File: src/rtl/sop_array_pkg.sv
// Package: sizes and configuration layout shared by the array modules.
// Assumes the layout term fields, then mode, enable, invert, start value.
package sop_array_pkg;
    localparam int N_IN      = 8;
    localparam int N_MC      = 8;
    localparam int N_PT      = 8;
    localparam int N_SIG     = N_IN + N_MC;
    localparam int TERM_BITS = 2 * N_SIG;
    localparam int OFS_MODE  = N_PT * TERM_BITS;
    localparam int OFS_OE    = OFS_MODE + 1;
    localparam int OFS_INV   = OFS_MODE + 2;
    localparam int OFS_INIT  = OFS_MODE + 3;
    localparam int MC_BITS   = OFS_MODE + 4;
    localparam int CFG_BITS  = N_MC * MC_BITS;
endpackage

File: src/rtl/sop_cfg_chain.sv
// Serial configuration store. Shifts cfg_sdi in toward index 0 while
// load_en is high, and flags when a load has completed.
// Assumes the stored bits need no reset, as they are rewritten by each load.
module sop_cfg_chain #(
    parameter int CFG_BITS = sop_array_pkg::CFG_BITS
) (
    input  logic                clk,
    input  logic                rst_n,
    input  logic                load_en,
    input  logic                sdi,
    output logic [CFG_BITS-1:0] cfg,
    output logic                cfg_valid,
    output logic                cfg_done
);
    logic load_d;

    // Shift register holding the whole configuration vector.
    always_ff @(posedge clk) begin
        if (load_en)
            cfg <= {sdi, cfg[CFG_BITS-1:1]};
    end

    // Track the previous load enable so the end of a load can be seen.
    always_ff @(posedge clk) begin
        if (!rst_n) load_d <= 1'b0;
        else        load_d <= load_en;
    end

    assign cfg_done = load_d & ~load_en;

    // Configuration is valid from the end of a load until reset or a new load.
    always_ff @(posedge clk) begin
        if (!rst_n)        cfg_valid <= 1'b0;
        else if (load_en)  cfg_valid <= 1'b0;
        else if (cfg_done) cfg_valid <= 1'b1;
    end


    loading_invalid_chk: assert property (@(posedge clk) disable iff (!rst_n)
        load_en |=> !cfg_valid);

    cfg_frozen_chk: assert property (@(posedge clk) disable iff (!rst_n)
        !load_en |=> $stable(cfg));
endmodule

File: src/rtl/sop_pterm.sv
// One product term. Two mask bits per signal: even bit selects it true,
// odd bit selects it complemented. An empty mask yields 0.
module sop_pterm #(
    parameter int N_SIG = sop_array_pkg::N_SIG
) (
    input  logic [N_SIG-1:0]   sig,
    input  logic [2*N_SIG-1:0] mask,
    output logic               hit
);
    logic [N_SIG-1:0] sel_t;
    logic [N_SIG-1:0] sel_c;

    for (genvar s = 0; s < N_SIG; s++) begin : g_split
        assign sel_t[s] = mask[2*s];
        assign sel_c[s] = mask[2*s+1];
    end

    // AND of all selected literals, gated by the term being used at all.
    always_comb begin
        hit = (|mask) & (&(sig | ~sel_t)) & (&(~sig | ~sel_c));
    end
endmodule

File: src/rtl/sop_macrocell.sv
// One macrocell: OR of its product terms, polarity, optional flip-flop,
// and the choice of feedback source. Assumes cfg_done is only high while
// the configuration is not yet valid.
module sop_macrocell #(
    parameter int N_SIG   = sop_array_pkg::N_SIG,
    parameter int N_PT    = sop_array_pkg::N_PT,
    parameter int MC_BITS = sop_array_pkg::MC_BITS
) (
    input  logic               clk,
    input  logic               rst_n,
    input  logic               cfg_valid,
    input  logic               cfg_done,
    input  logic [N_SIG-1:0]   sig,
    input  logic [MC_BITS-1:0] mc_cfg,
    input  logic               pin_ext,
    output logic               value,
    output logic               oe_bit,
    output logic               fb
);
    localparam int TB      = 2 * N_SIG;
    localparam int OFS_MOD = N_PT * TB;

    logic [N_PT-1:0] hits;
    logic            mode_reg;
    logic            inv;
    logic            init_v;
    logic            d;
    logic            q;

    assign mode_reg = mc_cfg[OFS_MOD];
    assign oe_bit   = mc_cfg[OFS_MOD+1];
    assign inv      = mc_cfg[OFS_MOD+2];
    assign init_v   = mc_cfg[OFS_MOD+3];

    for (genvar t = 0; t < N_PT; t++) begin : g_term
        sop_pterm #(.N_SIG(N_SIG)) u_term (
            .sig  (sig),
            .mask (mc_cfg[t*TB +: TB]),
            .hit  (hits[t])
        );
    end

    assign d = (|hits) ^ inv;

    // Macrocell flip-flop: start value on reset or load end, runs when valid.
    always_ff @(posedge clk) begin
        if (!rst_n || cfg_done)      q <= init_v;
        else if (cfg_valid && mode_reg) q <= d;
    end

    // Output value and feedback source selection.
    always_comb begin
        value = mode_reg ? q : d;
        fb    = (mode_reg && oe_bit) ? q : pin_ext;
    end


    reg_capture_chk: assert property (@(posedge clk) disable iff (!rst_n)
        (cfg_valid && mode_reg && !cfg_done) |=> (q == $past(d)));

    start_value_chk: assert property (@(posedge clk) disable iff (!rst_n)
        cfg_done |=> (q == $past(init_v)));

    hold_invalid_chk: assert property (@(posedge clk) disable iff (!rst_n)
        (!cfg_valid && !cfg_done) |=> $stable(q));
endmodule

File: src/rtl/sop_array.sv
// Top of the logic array: configuration chain plus macrocells. The array
// signal vector is the dedicated inputs followed by macrocell feedbacks.
// Assumes combinational feedback comes from the pin, so no loop forms inside.
module sop_array #(
    parameter int N_IN     = sop_array_pkg::N_IN,
    parameter int N_MC     = sop_array_pkg::N_MC,
    parameter int N_PT     = sop_array_pkg::N_PT,
    parameter int N_SIG    = N_IN + N_MC,
    parameter int MC_BITS  = N_PT * 2 * N_SIG + 4,
    parameter int CFG_BITS = N_MC * MC_BITS
) (
    input  logic            clk,
    input  logic            rst_n,
    input  logic            cfg_load_en,
    input  logic            cfg_sdi,
    input  logic [N_IN-1:0] dedicated_in,
    input  logic [N_MC-1:0] pin_in,
    output logic [N_MC-1:0] pin_out,
    output logic [N_MC-1:0] pin_oe
);
    logic [CFG_BITS-1:0] cfg;
    logic                cfg_valid;
    logic                cfg_done;
    logic [N_MC-1:0]     fb;
    logic [N_MC-1:0]     oe_bits;
    logic [N_SIG-1:0]    sig;

    sop_cfg_chain #(.CFG_BITS(CFG_BITS)) u_cfg (
        .clk       (clk),
        .rst_n     (rst_n),
        .load_en   (cfg_load_en),
        .sdi       (cfg_sdi),
        .cfg       (cfg),
        .cfg_valid (cfg_valid),
        .cfg_done  (cfg_done)
    );

    assign sig = {fb, dedicated_in};

    for (genvar m = 0; m < N_MC; m++) begin : g_mc
        sop_macrocell #(.N_SIG(N_SIG), .N_PT(N_PT), .MC_BITS(MC_BITS)) u_mc (
            .clk       (clk),
            .rst_n     (rst_n),
            .cfg_valid (cfg_valid),
            .cfg_done  (cfg_done),
            .sig       (sig),
            .mc_cfg    (cfg[m*MC_BITS +: MC_BITS]),
            .pin_ext   (pin_in[m]),
            .value     (pin_out[m]),
            .oe_bit    (oe_bits[m]),
            .fb        (fb[m])
        );
    end

    // Pins are driven only once a configuration is in place.
    always_comb begin
        pin_oe = cfg_valid ? oe_bits : '0;
    end


    oe_after_load_chk: assert property (@(posedge clk) disable iff (!rst_n)
        (pin_oe != '0) |-> !$past(cfg_load_en));
endmodule

File: config.mk
export PLATFORM = sky130hd
export DESIGN_NAME = sop_array
export DESIGN_NICKNAME = d
export VERILOG_FILES = /design/src/rtl/sop_array_pkg.sv /design/src/rtl/sop_cfg_chain.sv /design/src/rtl/sop_pterm.sv /design/src/rtl/sop_macrocell.sv /design/src/rtl/sop_array.sv
export SDC_FILE = /design/constraint.sdc
export NUM_CORES = 2
export LEC_CHECK = 0
export BUFFER_PORTS_ARGS = -buffer_cell sky130_fd_sc_hd__clkbuf_2
export CAP_MARGIN = 40
export CORE_AREA = 2 2 650 394
export DETAILED_ROUTE_END_ITERATION = 8
export DIE_AREA = 0 0 652 396
export PLACE_DENSITY = 0.52
export SYNTH_ARGS = -nofsm -noshare
export SYNTH_HDL_FRONTEND = slang
export SYNTH_SLANG_ARGS = --single-unit
export TNS_END_PERCENT = 20
File: constraint.sdc
create_clock -name clk -period 7.85 [get_ports clk]
set_input_delay 2.355 -clock clk [delete_from_list [all_inputs] [get_ports clk]]
set_output_delay 2.355 -clock clk [all_outputs]
set_load 0.05 [all_outputs]
==> results.ini <==
[run_status]
outcome = complete, no violations

[final_layout]
fin_nets = 5298
utilization = 0.380
fillerInstances = 23200
register_area_um2 = 62700
area_growth_pct = 15.5
multi_input_area_um2 = 19200
drive_above_1_share = 0.128

[timing]
finalSetupViolations = 0
fmax_mhz = 128
period_minus_slack_ps = 7830
fin_crit_sh = 0.998
report.final.slew_viol_count = 0
hold_viol = 0
slew_headroom = 0.288
worst_slew_pin_slew_ps = 1070
grt_setup_unrepaired = true
whs_ps = 443
clock_skew_ps = 65.2

[clock_network]
cts_tree = built
clock_path_buffers = 4
cts-buffers-inserted = 192
clk_pin_slew_ps = 70
clock_sinks = 2090
cts-root-buf = clkbuf_16
cts_hold_buf = 0
clk-insertion-delay-late_ps = 870
htree_levels = 4

[synthesis]
synth_cell_type_count = 73
yosys-top-cells-count = 2088 x edfxtp_1, 699 x mux2i_1, 548 x nor4_1
syn_nets = 4927
synthCells = 4907
synth.most_common_cell = edfxtp_1
synth_top_area_frac = 0.757
synthArstFlopShare = 0
synth_area_um2 = 82800
syn_avg_cell_area_um2 = 16.9
ys_top_cells_by_area = edfxtp_1 76%, mux2i_1 8.4%, nor4_1 4.1%
synth_top_area_cell = edfxtp_1
synth_edf_count = 2088
synthesis.yosys.warnings = 0
ys_seq_elements = 2090
synthFlopType = edfxtp_1
ys_seq_area_frac = 0.757

[worst_setup_path]
crit_start = dedicated_in[0]
arrival_ps = 5480
cp_slowest_cell = nor4_1
r2r-start = u_cfg.cfg[1556]$_DFFE_PP_
crit_path_start_kind = input pin
endpoint_kind = primary output
r2r_slack_ps = 3900
path_class = in -> out
path_cells = buf_6 -> buf_12 -> buf_12 -> mux2i_1 -> nand4_1 -> buf_4 -> a2111o_1 -> nor4_1 -> buf_4 -> nor4_1 -> and3b_1 -> o31ai_1 -> buf_4 -> buf_12
slowest_delay_ps = 530
crit_required_ps = 5500
crit_fanout = 10

[detailed_routing]
vias = 50500
wirelength_mm = 254
first_pass_iters = 8
ant_nets = 0
post-route-drc-count = 0
post_drt_wl_per_cell_um = 29.0
vias_per_cell = 5.77
first_iter_violations = 7428

[global_routing]
grt_pass1_wl_mm = 358
antenna_found_initial = 16
grt_usage = 0.190
overflow = 0
grt_pass1_vias = 47100
grt_max_degree = 189

[floorplanning]
coreArea_um2 = 252000
die_area_um2 = 258000
fp-row-count = 143
initial_utilization = 0.329
fp.dieW_um = 652
ioPinCount = 36
die_h_um = 396

[placement]
place.gp.congestion = 0.906
place_hpwl_mm = 171
portBuffers = 35

[power]
ir_worst_vdd_mv = 0.150
power_leakage_uw = 0.0324
power_density_nw_per_um2 = 255

[flow_run]
maxCapViolations = 0

[worst_hold_path]
min_path_type = reg -> reg
holdCritStartpoint = u_cfg.cfg[1726]$_DFFE_PP_

-- timing repair --
| action | CTS | global route |
|---|---|---|
| pin swaps | 1 | 2 |
| resized for setup | 6 | 14 |
| setup endpoints to repair | 4 | 6 |
| buffers inserted | 0 | 9 |
-- cell usage in the layout, fill, tap and decap left out, drive strengths merged, types with 4 or more instances in the layout --
master,instances
a2111oi,18
a21boi,10
a21o,15
a21oi,47
a221o,4
a221oi,54
a222oi,6
a22o,43
a22oi,124
and2,14
and3,14
and3b,10
and4,16
buf,343
bufinv,12
clkbuf,249
clkinv,76
clkinvlp,5
edfxtp,2088
inv,9
mux2,21
mux2i,699
nand2,251
nand3,27
nand3b,6
nand4,355
nand4b,6
nor2,145
nor3,15
nor4,550
o2111ai,12
o21ai,24
o22ai,37
o2bb2ai,25
o31ai,12
or2,13
or4,18
-- registers in the layout, indices dropped and copies added (netlist names) --
register / flops
u_cfg.cfg: 2080
g_mc.u_mc.q: 8
u_cfg.load_d: 1
u_cfg.cfg_valid: 1
-- path summary, 6_finish.rpt --
kind / to / cells past startpoint
worst min register to register: u_cfg.cfg[1725]$_DFFE_PP_ / 0
worst min-delay path: u_cfg.cfg[1725]$_DFFE_PP_ / 0
worst max register to register: g_mc[4].u_mc.q$_DFFE_PP_ / 12
worst max-delay path: pin_out[7] / 14
-- power breakdown --
group	total [uW]	internal, uW	switching [uW]
Clock	9130	4910	4220
Combinational	1710	585	1120
Sequential	13600	13000	564
-- per-stage QoR --
stage | cells | power, uW | area (um2) | worst slack [ps] | setup TNS (ps)
detailed placement | 8410 | 15500 | 89800 | -304 | -426
global route | 8746 | 25100 | 95700 | -54.1 | -86.6
CTS | 8737 | 24500 | 95600 | 3.34 | 0
finish | 8749 | 24400 | 95700 | 18.0 | 0
floorplan | 4907 | 14300 | 82800 | 819 | 0
global placement | 8404 | 15500 | 89700 | -460 | -987
-- critical path: cells and delay by family --
| family | cells | cell delay (ps) |
|---|---|---|
| AOI/OAI and AO/OA | 2 | 580 |
| buffers and inverters | 7 | 1230 |
| and+or+nand+nor | 4 | 930 |
| muxes | 1 | 320 |
-- metal layers --
layer	global-route usage	vias up	wire length (um)
li1	-	21300	-
met1	0.315	26000	123000
met2	0.236	2800	95100
met3	0.0550	355	31000
met4	0.0394	2	4980
met5	0	-	13
-- cell families after synthesis --
| logic type | share of synthesized area |
|---|---|
| flip-flops | 0.757 |
| XOR/XNOR | 0.000106 |
| multiplexers | 0.0874 |
| AND/OR/NAND/NOR | 0.100 |
| AO/OA/AOI/OAI | 0.0422 |
| buffers and inverters | 0.0129 |
-- cell type report --
| class | instances | share of cell area |
|---|---|---|
| antenna | 3 | 0.0000785 |
| clock buffer | 231 | 0.0522 |
| clock inverter | 96 | 0.00799 |
| inverter | 6 | 0.000235 |
| multi-input combinational | 2627 | 0.201 |
| sequential | 2090 | 0.656 |
| tap | 3335 | 0.0436 |
| timing repair buffer | 361 | 0.0393 |
(Power assumes the default switching activity.)
